<file path="src/rtl/dma_dst_pkg.sv">
package dma_dst_pkg;

    localparam int REG_W  = 32;
    localparam int HALF_W = 16;

    typedef enum logic [1:0] {
        SZ_BYTE = 2'd0,
        SZ_HALF = 2'd1,
        SZ_WORD = 2'd2,
        SZ_RSVD = 2'd3
    } beat_size_e;

    // Address increment for one beat of the given size code.
    function automatic logic [REG_W-1:0] step_of(input logic [1:0] sz);
        case (beat_size_e'(sz))
            SZ_BYTE: return REG_W'(1);
            SZ_HALF: return REG_W'(2);
            default: return REG_W'(4);
        endcase
    endfunction

    // Merge bus write data into a register for a 32-bit or 16-bit access.
    function automatic logic [REG_W-1:0] merge_write(
        input logic [REG_W-1:0] old_v,
        input logic [REG_W-1:0] wdata,
        input logic             half,
        input logic             hi
    );
        if (!half)
            return wdata;
        if (hi)
            return {wdata[HALF_W-1:0], old_v[HALF_W-1:0]};
        return {old_v[REG_W-1:HALF_W], wdata[HALF_W-1:0]};
    endfunction

endpackage

</file>
<file path="src/rtl/dma_dst_decode.sv">
module dma_dst_decode #(
    parameter int NUM_CH = 4,
    parameter int CH_W   = $clog2(NUM_CH),
    parameter int BA_W   = CH_W + 2
) (
    input  logic              clk,
    input  logic              rst_n,
    input  logic              bus_wr_i,
    input  logic [BA_W-1:0]   bus_addr_i,
    output logic [NUM_CH-1:0] wr_addr_o,
    output logic [NUM_CH-1:0] wr_cnt_o,
    output logic [CH_W-1:0]   rd_ch_o,
    output logic              rd_cnt_sel_o,
    output logic              hi_o
);

    logic [CH_W-1:0] ch_sel;
    logic            cnt_sel;

    assign ch_sel       = bus_addr_i[BA_W-1:2];
    assign cnt_sel      = bus_addr_i[1];
    assign hi_o         = bus_addr_i[0];
    assign rd_ch_o      = ch_sel;
    assign rd_cnt_sel_o = cnt_sel;

    for (genvar g = 0; g < NUM_CH; g++) begin : g_dec
        logic hit;
        assign hit          = bus_wr_i && (ch_sel == CH_W'(g));
        assign wr_addr_o[g] = hit && !cnt_sel;
        assign wr_cnt_o[g]  = hit && cnt_sel;
    end

    // at most one register of one channel is written per cycle
    assert_one_target_R12: assert property (@(posedge clk) disable iff (!rst_n)
        $onehot0({wr_addr_o, wr_cnt_o}));

endmodule

</file>
<file path="src/rtl/dma_dst_chan.sv">
module dma_dst_chan
    import dma_dst_pkg::*;
#(
    parameter int CNT_W = 24
) (
    input  logic             clk,
    input  logic             rst_n,
    input  logic             wr_addr_i,
    input  logic             wr_cnt_i,
    input  logic             half_i,
    input  logic             hi_i,
    input  logic [REG_W-1:0] wdata_i,
    input  logic             beat_i,
    input  logic [1:0]       size_i,
    input  logic             fixed_i,
    input  logic             ack_dest_i,
    output logic [REG_W-1:0] addr_o,
    output logic [CNT_W-1:0] cnt_o,
    output logic             tc_o
);

    localparam logic [CNT_W-1:0] CNT_ONE = CNT_W'(1);

    typedef struct packed {
        logic [REG_W-1:0] addr;
        logic [CNT_W-1:0] cnt;
        logic             tc;
    } chan_st_t;

    chan_st_t st_d, st_q;
    logic [REG_W-1:0] cnt_wide;
    logic             addr_moves;

    always_comb begin
        st_d       = st_q;
        st_d.tc    = 1'b0;
        cnt_wide   = '0;
        cnt_wide[CNT_W-1:0] = st_q.cnt;
        addr_moves = beat_i && !fixed_i && !ack_dest_i;

        if (wr_addr_i)
            st_d.addr = merge_write(st_q.addr, wdata_i, half_i, hi_i);
        else if (addr_moves)
            st_d.addr = st_q.addr + step_of(size_i);

        if (wr_cnt_i) begin
            st_d.cnt = CNT_W'(merge_write(cnt_wide, wdata_i, half_i, hi_i));
        end else if (beat_i) begin
            st_d.cnt = st_q.cnt - CNT_ONE;
            st_d.tc  = (st_q.cnt == CNT_ONE);
        end
    end

    always_ff @(posedge clk or negedge rst_n) begin
        if (!rst_n)
            st_q <= '0;
        else
            st_q <= st_d;
    end

    assign addr_o = st_q.addr;
    assign cnt_o  = st_q.cnt;
    assign tc_o   = st_q.tc;

    // a fixed-address channel keeps its address across a beat
    assert_fixed_hold_R6: assert property (@(posedge clk) disable iff (!rst_n)
        beat_i && fixed_i && !wr_addr_i |=> $stable(addr_o));

    // an acknowledge-addressed destination keeps the register untouched
    assert_ack_hold_R7: assert property (@(posedge clk) disable iff (!rst_n)
        beat_i && ack_dest_i && !wr_addr_i |=> $stable(addr_o));

    // each uncontested beat lowers the count by exactly one
    assert_count_step_R8: assert property (@(posedge clk) disable iff (!rst_n)
        beat_i && !wr_cnt_i |=> cnt_o == $past(cnt_o) - CNT_ONE);

    // without beat or write the count is steady
    assert_count_idle_R8: assert property (@(posedge clk) disable iff (!rst_n)
        !beat_i && !wr_cnt_i |=> $stable(cnt_o));

    // a terminal-count pulse always leaves the count at zero
    assert_tc_zero_R9: assert property (@(posedge clk) disable iff (!rst_n)
        tc_o |-> cnt_o == '0);

    // terminal count lasts a single cycle
    assert_tc_single_R9: assert property (@(posedge clk) disable iff (!rst_n)
        tc_o |=> !tc_o);

    // a CPU count write in the same cycle suppresses terminal count
    assert_write_wins_R11: assert property (@(posedge clk) disable iff (!rst_n)
        wr_cnt_i |=> !tc_o);

endmodule

</file>
<file path="src/rtl/dma_dst_regs.sv">
module dma_dst_regs
    import dma_dst_pkg::*;
#(
    parameter  int NUM_CH = 4,
    parameter  int CNT_W  = 24,
    localparam int CH_W   = $clog2(NUM_CH),
    localparam int BA_W   = CH_W + 2
) (
    input  logic                    clk,
    input  logic                    rst_n,
    input  logic                    bus_wr_i,
    input  logic                    bus_half_i,
    input  logic [BA_W-1:0]         bus_addr_i,
    input  logic [31:0]             bus_wdata_i,
    output logic [31:0]             bus_rdata_o,
    input  logic [NUM_CH-1:0]       beat_done_i,
    input  logic [2*NUM_CH-1:0]     beat_size_i,
    input  logic [NUM_CH-1:0]       fixed_addr_i,
    input  logic [NUM_CH-1:0]       ack_dest_i,
    output logic [32*NUM_CH-1:0]    dest_addr_o,
    output logic [CNT_W*NUM_CH-1:0] xfer_cnt_o,
    output logic [NUM_CH-1:0]       tc_o,
    output logic [NUM_CH-1:0]       dest_addr_en_o
);

    logic [NUM_CH-1:0] wr_addr;
    logic [NUM_CH-1:0] wr_cnt;
    logic [CH_W-1:0]   rd_ch;
    logic              rd_cnt_sel;
    logic              half_hi;

    logic [REG_W-1:0]  addr_arr [NUM_CH];
    logic [CNT_W-1:0]  cnt_arr  [NUM_CH];

    dma_dst_decode #(
        .NUM_CH (NUM_CH),
        .CH_W   (CH_W),
        .BA_W   (BA_W)
    ) i_decode (
        .clk          (clk),
        .rst_n        (rst_n),
        .bus_wr_i     (bus_wr_i),
        .bus_addr_i   (bus_addr_i),
        .wr_addr_o    (wr_addr),
        .wr_cnt_o     (wr_cnt),
        .rd_ch_o      (rd_ch),
        .rd_cnt_sel_o (rd_cnt_sel),
        .hi_o         (half_hi)
    );

    for (genvar g = 0; g < NUM_CH; g++) begin : g_ch
        dma_dst_chan #(
            .CNT_W (CNT_W)
        ) i_chan (
            .clk        (clk),
            .rst_n      (rst_n),
            .wr_addr_i  (wr_addr[g]),
            .wr_cnt_i   (wr_cnt[g]),
            .half_i     (bus_half_i),
            .hi_i       (half_hi),
            .wdata_i    (bus_wdata_i),
            .beat_i     (beat_done_i[g]),
            .size_i     (beat_size_i[2*g +: 2]),
            .fixed_i    (fixed_addr_i[g]),
            .ack_dest_i (ack_dest_i[g]),
            .addr_o     (addr_arr[g]),
            .cnt_o      (cnt_arr[g]),
            .tc_o       (tc_o[g])
        );

        assign dest_addr_o[32*g +: 32]      = addr_arr[g];
        assign xfer_cnt_o[CNT_W*g +: CNT_W] = cnt_arr[g];
        assign dest_addr_en_o[g]            = !ack_dest_i[g];
    end

    // Read mux: counts are zero-extended to the full register width.
    always_comb begin
        bus_rdata_o = '0;
        for (int i = 0; i < NUM_CH; i++) begin
            if (rd_ch == CH_W'(i))
                bus_rdata_o = rd_cnt_sel ? REG_W'(cnt_arr[i]) : addr_arr[i];
        end
    end

    if (CNT_W < 32) begin : g_cnt_pad_chk
        // bits above the count width always read back as zero
        assert_cnt_pad_R4: assert property (@(posedge clk) disable iff (!rst_n)
            rd_cnt_sel |-> bus_rdata_o[31:CNT_W] == '0);
    end

endmodule

</file>
<file path="config.mk">
export PLATFORM = sky130hd
export DESIGN_NAME = dma_dst_regs
export DESIGN_NICKNAME = d
export VERILOG_FILES = /design/src/rtl/dma_dst_pkg.sv /design/src/rtl/dma_dst_decode.sv /design/src/rtl/dma_dst_chan.sv /design/src/rtl/dma_dst_regs.sv
export SDC_FILE = /design/constraint.sdc
export NUM_CORES = 1
export LEC_CHECK = 0
export BUFFER_PORTS_ARGS = -buffer_cell sky130_fd_sc_hd__buf_2
export CAP_MARGIN = 25
export CORE_ASPECT_RATIO = 2
export CORE_UTILIZATION = 40
export CTS_CLUSTER_SIZE = 40
export DETAILED_ROUTE_END_ITERATION = 10
export GPL_ROUTABILITY_DRIVEN = 0
export SLEW_MARGIN = 15
export SYNTH_ARGS = -nofsm -noshare
export SYNTH_HDL_FRONTEND = slang
export SYNTH_SLANG_ARGS = --single-unit
</file>
<file path="constraint.sdc">
create_clock -name clk -period 6.6 [get_ports clk]
set_clock_uncertainty 0.2 [all_clocks]
set_input_delay 0.99 -clock clk [delete_from_list [all_inputs] [get_ports clk]]
set_output_delay 0.99 -clock clk [all_outputs]
set_load 0.01 [all_outputs]
</file>
==> out/metrics.csv <==
metric,value,unit
Post CTS Setup Buffer Count,0,
Starting Density,40.4,%
Yosys top cell area share,35.1,%
IO Pins,324,
Post-Layout Cell Count,2604,
Post-Synth XOR/XNOR Area,0.431,%
worst-case clock buffer depth,3,
Critical Path End Type,output port,
Row Count,104,
most used cell along the critical path,buf_2,
WP data required,5.41,ns
leakage power,0.00783,µW
Period minus WS final,4.19,ns
Ys Warns,0,
Placeable Area,40200,µm²
hpwl dp,61900,µm
register area share after synthesis,35.1,%
slowest CP cell,buf_2,
Filler Cells Inserted,3920,
r2r setup slk,3.41,ns
most common cell in the netlist,dfrtp_1,
Yosys cell types,100,
"Net Count, Synth",1873,
CTS H-tree lvls,1,
critical path class,in2out,
"top cells by area, synth","dfrtp_1 (35%), mux4_2 (7.5%), nand2_1 (4.6%)",
Area growth syn-to-layout,16.6,%
drt drc,0,
via count,18600,
final worst slack,2.41,ns
CTS Sinks,228,
cell area after synthesis,16300,µm²
CP startpoint kind,primary input,
final net count,2136,
RR Endpoint,g_ch[3].i_chan.addr_o[29],
synth cell count leaders,"dfrtp_1 (228), nand2_1 (199), nor2_1 (158)",
first-pass GRT wire length,121000,µm
die width,145,µm
largest net degree at the start of global routing,122,
Worst EP arrival,3.00,ns
"Hold Violations, Final",0,
Num CTS Buffers,23,
status,"complete, no violations",
fraction of registers with async set/reset,100,%
area of the multi-input gates,9910,µm²
P per Cell Area,344,nW/µm²
Hold Crit Class,in2async,
CTS tree,done,
CTS resizes,0,
setup TNS,0,ns
multiplexer share of the synthesized area,10.3,%
main combinational cell family by area after synthesis,simple AND/OR/NAND/NOR gates,
fin. max-slew vios,0,
Power Total,6520,µW
Crit path largest cell delay,0.69,ns
placed cell count,2553,
worst reg2reg path depth,6,
maximum clock rate,239,MHz
RSZ-0062 raised after global routing,false,
Routed Antenna Nets,0,
Synth Area in Simple Gates,26.0,%
DR WL/cell,32.8,µm
final clock period utilization by the worst path,63.5,%
worst vdd ir,0.167,mV
Post-Syn Instances,1789,
port bufs,323,
pre-CTS worst setup slack,2.33,ns
Crit Path Max Fanout,34,
number of max-cap violations,0,
post-synthesis compound-gate area fraction,22.1,%
grt total ovfl,0,
Syn Area/Cell,9.08,µm²
worst slew pin tran,1.08,ns
sequence of cells on the critical path,buf_2 -> buf_4 -> mux4_2 -> mux2_2 -> buf_2,
Slew HR,27.8,%
synthesized flop and latch total,228,
# hold bufs at CTS,0,
initial DRC count,2266,
CP top delay family,buffers and inverters,
dominant synthesized flop cell,dfrtp_1,
"area leader, netlist",dfrtp_1,
Total GRT Usage,41.4,%
final setup fails,0,
TritonRoute pass-1 iters,6,
adder-cell share of the synthesized area,2.03,%
clk_lat worst skew,0.55,ns
vias in the first global route,17400,
WP buf/inv,3,
FF+latch area,5710,µm²
Routed WL,85300,µm
vias per inst,7.13,
DIE HEIGHT,287,µm
clock-pin slew on the worst setup and hold paths,0.07,ns
area of the die,41500,µm²
share of cells above drive strength 1,25.4,%
Post-synth EDFFs,0,
Reg-to-Reg Start,g_ch[3].i_chan.addr_o[2],
antenna violations before repair,14,
Clk Tree Root Cell,clkbuf_16,
==> through the flow <==
stage	hold WS, ns	util (%)	instance area [µm²]
2_1_floorplan	0.327	-	16300
3_3_place_gp	0.388	45.3	18200
3_5_place_dp	0.398	45.3	18200
4_1_cts	0.358	47.0	18900
5_1_grt	0.342	47.1	18900
6_report	0.273	47.1	18900
==> how the worst max path moves through the flow <==
stage,from,endpoint,slack (ns),cells after the start
after detailed placement,bus_addr_i[2],g_ch[3].i_chan.cnt_o[4],2.33,6
after global placement,bus_addr_i[2],g_ch[3].i_chan.addr_o[17],2.52,6
after floorplan,bus_addr_i[2],bus_rdata_o[10],2.82,6
after global routing,bus_addr_i[3],bus_rdata_o[15],2.44,5
final,bus_addr_i[3],bus_rdata_o[15],2.41,5
after CTS,bus_addr_i[2],bus_rdata_o[12],2.47,4
==> area by class of cell <==
class                           instances  area share [%]
Sequential cell                       228            30.1
Multi-Input combinational cell       1417            52.3
Tap cell                              530            3.50
Clock buffer                           31            3.25
Timing Repair Buffer                  348            9.72
Clock inverter                          9           0.330
Inverter                               34           0.674
Antenna cell                            7          0.0925
==> flip-flops by register name, indices dropped and copies added, names as in the netlist <==
name                count
g_ch.i_chan.addr_o    128
g_ch.i_chan.tc_o        4
g_ch.i_chan.cnt_o      96
==> power by group <==
group          internal, µW  total [µW]  switching, µW
Clock                   660        1280            624
Sequential             1760        2900           1140
Combinational          1020        2330           1320
Total                  3440        6520           3080
==> metal layers <==
layer | vias up | global-route usage (%) | wire (µm)
met5 | - | 0 | 82
met1 | 8962 | 45.5 | 27200
met3 | 503 | 11.3 | 9880
met4 | 12 | 41.2 | 10400
met2 | 1501 | 62.5 | 37800
li1 | 7585 | - | -
==> layout by cell type, fill, tap and decap left out, drive strengths merged, types with 24 or more instances in the layout <==
master / n
o211ai: 68
and3: 31
inv: 34
o311ai: 41
nor4: 35
dfrtp: 228
clkbuf: 32
mux4: 56
nor2: 161
or3: 24
a22oi: 34
or4: 29
mux2: 26
nand4: 49
o21ai: 70
nor3: 49
buf: 347
nand3: 122
a21oi: 81
nand2: 201
==> worst register-to-register path: stages, from the launching register on <==
cell	delay [ns]
dfrtp_1	0.57
ha_1	0.45
a21oi_1	0.13
a211oi_2	0.72
nand3_1	0.40
or4_1	0.51
o211ai_1	0.12
==> logic make-up after synthesis <==
kind of cell | count (synthesis)
xor+xnor | 8
fa+ha+maj | 24
compound gates | 498
buf+inv | 144
mux | 93
flops | 228
simple gates | 794
(Power assumes the default switching activity.)
